[src/rtl/cmp_evt_pkg.sv]
package cmp_evt_pkg;
  localparam int unsigned GRP_AW = 5;  // 32-byte window per channel
  localparam logic [GRP_AW-1:0] OFF_CFG = 5'h00;
  localparam logic [GRP_AW-1:0] OFF_LVL = 5'h04;
  localparam logic [GRP_AW-1:0] OFF_STS = 5'h10;
  localparam logic [GRP_AW-1:0] OFF_IEN = 5'h14;
  localparam logic [GRP_AW-1:0] OFF_DEN = 5'h18;

  typedef struct packed {
    logic fall;
    logic rise;
  } evt_pair_t;
endpackage

[src/rtl/cmp_evt_edge.sv]
module cmp_evt_edge (
  input  logic clk_i,
  input  logic rst_ni,
  input  logic lvl_i,
  output logic rise_o,
  output logic fall_o
);
  logic lvl_d_q;

  always_ff @(posedge clk_i or negedge rst_ni) begin
    if (!rst_ni) lvl_d_q <= 1'b0;
    else         lvl_d_q <= lvl_i;
  end

  assign rise_o = lvl_i & ~lvl_d_q;
  assign fall_o = ~lvl_i & lvl_d_q;
endmodule

[src/rtl/cmp_evt_chan.sv]
module cmp_evt_chan
  import cmp_evt_pkg::*;
#(
  parameter int unsigned DW    = 32,
  parameter int unsigned LVL_W = 8
) (
  input  logic              clk_i,
  input  logic              rst_ni,
  input  logic              wr_i,
  input  logic [GRP_AW-1:0] off_i,
  input  logic [DW-1:0]     wdata_i,
  input  logic              rise_i,
  input  logic              fall_i,
  output logic [DW-1:0]     cfg_o,
  output logic [LVL_W-1:0]  lvl_o,
  output evt_pair_t         flags_o,
  output logic              irq_o,
  output logic              dma_o,
  output logic [DW-1:0]     rdata_o
);
  logic [DW-1:0]    cfg_q;
  logic [LVL_W-1:0] lvl_q;
  evt_pair_t        flg_q, ien_q, den_q;
  logic             sts_wr;

  assign sts_wr = wr_i && (off_i == OFF_STS);

  always_ff @(posedge clk_i or negedge rst_ni) begin
    if (!rst_ni) begin
      cfg_q <= '0;
      lvl_q <= '0;
      flg_q <= '0;
      ien_q <= '0;
      den_q <= '0;
    end else begin
      if (wr_i && off_i == OFF_CFG) cfg_q <= wdata_i;
      if (wr_i && off_i == OFF_LVL) lvl_q <= wdata_i[LVL_W-1:0];
      if (wr_i && off_i == OFF_IEN) ien_q <= wdata_i[1:0];
      if (wr_i && off_i == OFF_DEN) den_q <= wdata_i[1:0];
      // hardware set has priority over write-1 clear
      flg_q.rise <= (flg_q.rise & ~(sts_wr & wdata_i[0])) | rise_i;
      flg_q.fall <= (flg_q.fall & ~(sts_wr & wdata_i[1])) | fall_i;
    end
  end

  always_comb begin
    unique case (off_i)
      OFF_CFG: rdata_o = cfg_q;
      OFF_LVL: rdata_o = DW'(lvl_q);
      OFF_STS: rdata_o = DW'(flg_q);
      OFF_IEN: rdata_o = DW'(ien_q);
      OFF_DEN: rdata_o = DW'(den_q);
      default: rdata_o = '0;
    endcase
  end

  assign cfg_o   = cfg_q;
  assign lvl_o   = lvl_q;
  assign flags_o = flg_q;
  assign irq_o   = |(flg_q & ien_q);
  assign dma_o   = |(flg_q & den_q);
endmodule

[src/rtl/cmp_evt_rdmux.sv]
module cmp_evt_rdmux #(
  parameter int unsigned NCH  = 4,
  parameter int unsigned DW   = 32,
  parameter int unsigned CHW  = 2
) (
  input  logic [CHW-1:0]    sel_i,
  input  logic [NCH*DW-1:0] data_i,
  output logic [DW-1:0]     data_o
);
  always_comb begin
    data_o = '0;
    for (int c = 0; c < NCH; c++) begin
      if (sel_i == CHW'(c)) data_o = data_i[c*DW +: DW];
    end
  end
endmodule

[src/rtl/cmp_evt_bank.sv]
module cmp_evt_bank
  import cmp_evt_pkg::*;
#(
  parameter int unsigned NCH   = 4,
  parameter int unsigned DW    = 32,
  parameter int unsigned LVL_W = 8,
  localparam int unsigned CHW  = (NCH > 1) ? $clog2(NCH) : 1,
  localparam int unsigned AW   = GRP_AW + CHW
) (
  input  logic                 clk_i,
  input  logic                 rst_ni,
  input  logic [NCH-1:0]       cmp_i,
  input  logic                 reg_we_i,
  input  logic [AW-1:0]        reg_addr_i,
  input  logic [DW-1:0]        reg_wdata_i,
  output logic [DW-1:0]        reg_rdata_o,
  output logic [NCH*DW-1:0]    cfg_o,
  output logic [NCH*LVL_W-1:0] level_o,
  output logic [NCH-1:0]       irq_o,
  output logic [NCH-1:0]       dma_o
);
  logic [CHW-1:0]    ch_idx;
  logic [GRP_AW-1:0] off;
  logic [NCH*DW-1:0] ch_rdata;
  logic [NCH-1:0]    flag_rise, flag_fall;

  assign ch_idx = reg_addr_i[AW-1:GRP_AW];
  assign off    = reg_addr_i[GRP_AW-1:0];

  for (genvar c = 0; c < NCH; c++) begin : g_ch
    logic      rise, fall;
    evt_pair_t flags;

    cmp_evt_edge u_edge (
      .clk_i  (clk_i),
      .rst_ni (rst_ni),
      .lvl_i  (cmp_i[c]),
      .rise_o (rise),
      .fall_o (fall)
    );

    cmp_evt_chan #(.DW(DW), .LVL_W(LVL_W)) u_chan (
      .clk_i   (clk_i),
      .rst_ni  (rst_ni),
      .wr_i    (reg_we_i && (ch_idx == CHW'(c))),
      .off_i   (off),
      .wdata_i (reg_wdata_i),
      .rise_i  (rise),
      .fall_i  (fall),
      .cfg_o   (cfg_o[c*DW +: DW]),
      .lvl_o   (level_o[c*LVL_W +: LVL_W]),
      .flags_o (flags),
      .irq_o   (irq_o[c]),
      .dma_o   (dma_o[c]),
      .rdata_o (ch_rdata[c*DW +: DW])
    );

    assign flag_rise[c] = flags.rise;
    assign flag_fall[c] = flags.fall;
  end

  cmp_evt_rdmux #(.NCH(NCH), .DW(DW), .CHW(CHW)) u_rdmux (
    .sel_i  (ch_idx),
    .data_i (ch_rdata),
    .data_o (reg_rdata_o)
  );
endmodule

[config.mk]
export PLATFORM = sky130hd
export DESIGN_NAME = cmp_evt_bank
export DESIGN_NICKNAME = d
export VERILOG_FILES = /design/src/rtl/cmp_evt_pkg.sv /design/src/rtl/cmp_evt_edge.sv /design/src/rtl/cmp_evt_chan.sv /design/src/rtl/cmp_evt_rdmux.sv /design/src/rtl/cmp_evt_bank.sv
export SDC_FILE = /design/constraint.sdc
export NUM_CORES = 1
export LEC_CHECK = 0
export CELL_PAD_IN_SITES_DETAIL_PLACEMENT = 0
export CELL_PAD_IN_SITES_GLOBAL_PLACEMENT = 1
export CORE_MARGIN = 4
export CORE_UTILIZATION = 50
export CTS_BUF_LIST = sky130_fd_sc_hd__clkbuf_8
export DETAILED_ROUTE_END_ITERATION = 16
export DONT_BUFFER_PORTS = 1
export PLACE_DENSITY = 0.79
export SLEW_MARGIN = 30
export SYNTH_ARGS = -nofsm -noshare
export SYNTH_HDL_FRONTEND = slang
export SYNTH_SLANG_ARGS = --single-unit
[constraint.sdc]
create_clock -name clk_i -period 5.6 [get_ports clk_i]
set_clock_uncertainty 0.05 [all_clocks]
set_input_delay 1.12 -clock clk_i [delete_from_list [all_inputs] [get_ports clk_i]]
set_output_delay 1.12 -clock clk_i [all_outputs]
set_load 0.02 [all_outputs]
==> metrics.txt <==
crit path capture type output port; Clock Latency Late Sink 0.45 ns; RSZ-0062 raised after global routing no; largest net degree at the start of global routing 189; post-layout min period 3.98 ns; post-CTS setup buffers 0; die span in y 141 um; Peak supply drop 0.000161 V; max-cap violations 0; Antenna Diode Count 0; CTS tree yes; Routed Antenna Nets 0; FFs w/ async S/R, synth 100%; Post-Route WL 22800 um; placer congestion estimate 0.865; Crit path required time 4.43 ns; initial detailed-routing violation count 294; placed instance area 0.00889 mm2; Synth Net Count 652; via count 5281; Clock Path Buffers 2; Final Util between 50% and 60%; initial antenna violation count 0; drt wl/cell 27.9 um; mapped cell area 0.00879 mm2; Worst Path Max Fanout 27; first-pass GRT wire length 35500 um; cell area after layout roughly 0.0093 mm2; Worst setup startpoint reg_addr_i[2]; Detailed Place HPWL 15500 um; Layout Nets 625; status finished, final reports clean; row cnt between 40 and 50; cells after synthesis 606; crit path DAT ~2.8 ns; die area 0.0198 mm2; P&R area growth vs syn 5.62%; drt pass-1 iters 4; cts repair resizes 0; setup_tns 0 ns; hold buffers post-CTS 0; critical path type input pin to output port; H-tree levels 4; Final setup viols 0; detail-routed via count per cell 6.46; CTS buffer count 17; Clock Sinks roughly 190; Power Dens Cells 296 mW/mm2; reg-to-reg endpoint g_ch[1].u_chan.cfg_o[21]; post-synthesis register bit count 188; Synth Flop Type dfrtp_1; final hold viol count 0; initial core utilization 50.8%; clk slew on worst S/H paths 0.10 ns; core area 0.0173 mm2; final worst path period share 71.0%; layout cells sized above 1 about 42%; Slew HR 41.9%; # DRC 0; Port-buffer cells 0; grt ovf 0; r2r startpoint g_ch[1].u_chan.cfg_o[21]; Ports ~250; CP Capture Point reg_rdata_o[0]; fmax 251 MHz; Die X 141 um; Yosys cell types 43; Synth warnings 0; Seq/Total Area, Yosys 53.5%; Slew Viols, Final 0; CP Launch Type input pin; HP Class input pin to asynchronous set/reset pin; Filler cells roughly 1400; vias in the first global route 5805; Pleak ~0.0046 uW; flop-to-flop setup slack approximately 4.6 ns; R2R cell count 1; synthesized area per cell 14.5 um2; EDFF count, synth 0; GRT Total Usage 23.2%; root buf cell clkbuf_8; slew at the pin with the worst max-slew slack a little under 0.9 ns
## synthesized netlist by cell type (2+ instances only)
master | count | area share, %
dfrtp_1 | 188 | 53
mux2_2 | 172 | 22
mux4_2 | 30 | 7.7
and3_1 | 28 | 2.0
nand2_1 | 22 | 0.94
buf_2 | 21 | 1.2
a22o_1 | 16 | 1.6
clkbuf_1 | 16 | 0.68
mux2i_1 | 15 | 1.7
a21oi_1 | 10 | 0.57
mux2_1 | 9 | 1.2
buf_4 | 8 | 0.68
nand3_1 | 6 | 0.34
o221ai_1 | 6 | 0.60
a211oi_1 | 5 | 0.43
a21o_1 | 4 | 0.34
a22oi_1 | 4 | 0.34
inv_1 | 4 | 0.17
o211a_1 | 4 | 0.46
o2bb2ai_1 | 4 | 0.40
a31oi_1 | 3 | 0.21
and2_1 | 3 | 0.21
nor2_1 | 3 | 0.13
nor3b_4 | 3 | 0.64
buf_6 | 2 | 0.26
nor2b_1 | 2 | 0.14
nor4_1 | 2 | 0.14
## stage by stage
step | power (uW) | hold WS [ns] | cells | setup WS [ns]
floorplan | 1890 | 0.441 | 606 | 1.57
global placement | 1930 | 0.451 | 785 | 1.39
detailed placement | 1940 | 0.465 | 785 | 1.40
CTS | 2780 | 0.265 | 817 | 1.39
global route | 2870 | 0.258 | 817 | 1.49
finish | 2750 | 0.291 | 817 | 1.62
## cells in the final DEF (no fill, tap or decap), types with 2 or more instances in the layout
| master | netlist | routed |
|---|---|---|
| a22oi_1 | 4 | 4 |
| nor4_2 | 1 | 2 |
| inv_1 | 4 | 6 |
| o2bb2ai_1 | 4 | 4 |
| and3_1 | 28 | 28 |
| o211a_1 | 4 | 4 |
| o221ai_1 | 6 | 6 |
| a21o_1 | 4 | 4 |
| mux2_1 | 9 | 9 |
| a21oi_1 | 10 | 10 |
| a22o_1 | 16 | 16 |
| and2_1 | 3 | 3 |
| dfrtp_1 | 188 | 188 |
| nand3_1 | 6 | 6 |
| buf_4 | 8 | 2 |
| mux2i_1 | 15 | 15 |
| nor3b_4 | 3 | 3 |
| inv_6 | 0 | 4 |
| clkbuf_8 | 0 | 21 |
| nor2_1 | 3 | 2 |
| mux4_2 | 30 | 30 |
| nor2b_1 | 2 | 2 |
| a211oi_1 | 5 | 5 |
| mux2_2 | 172 | 172 |
| a31oi_1 | 3 | 3 |
| nand2_4 | 0 | 4 |
| clkinv_4 | 0 | 4 |
| nand2_1 | 22 | 18 |
## metal layers
metal  vias up  routed length [um]  track usage (%)  part of all wire (%)
met3        38                2530             10.5                    11
met4         0                 557             8.26                   2.4
li1       2208                   -                -                     -
met5         -                   0                0                     0
met1      2791                8350             26.8                    37
met2       244               11300             38.4                    50
## registers in the layout (all words and copies together) (netlist names)
register / flops
g_ch.u_chan.cfg_o: 128
g_ch.u_chan.den_q: 8
g_ch.u_chan.flags_o: 8
g_ch.u_chan.ien_q: 8
g_ch.u_chan.lvl_o: 32
g_ch.u_edge.lvl_d_q: 4
## critical path: stages
cell and delay (ns):
nor3_4 0.15, buf_4 0.33, and3_1 0.43, a21oi_1 0.14, nor4_2 0.63
## cell families after synthesis
family / count (synthesis) / share of synthesized area [%]
buffers and inverters: 52 / 3.03
DFF: 188 / 53.5
and+or+nand+nor: 80 / 5.66
muxes: 226 / 32.6
AOI/OAI and AO/OA: 60 / 5.25
## area by class of cell
type / count / area, um2 / area share (%)
clock buffers: 21 / 289 / 3.11
clock inverters: 11 / 85.1 / 0.916
inverters: 4 / 15.0 / 0.162
multi-input cells: 366 / 3900 / 42.0
flip-flops and latches: 188 / 4700 / 50.6
well taps: 225 / 282 / 3.03
repair buffers: 2 / 15.0 / 0.162
## worst min-delay path by stage
stage	endpoint	cells past startpoint	slack (ns)
6_report	g_ch[2].u_chan.cfg_o[7]	0	0.29
5_1_grt	g_ch[2].u_chan.cfg_o[7]	0	0.26
4_1_cts	g_ch[1].u_chan.lvl_o[7]	0	0.26
3_5_place_dp	g_ch[0].u_chan.flags_o[1]	2	0.47
3_3_place_gp	g_ch[3].u_chan.flags_o[1]	2	0.45
2_1_floorplan	g_ch[1].u_chan.flags_o[1]	2	0.44
## power by group
part,switching [uW],total [uW],leakage [uW],internal [uW]
combinational,80.5,219,0.00187,139
sequential,232,1690,0.00251,1460
clock,482,843,0.000196,361
total,794,2750,0.00458,1960
No activity file was read; power rests on OpenSTA's default activity.
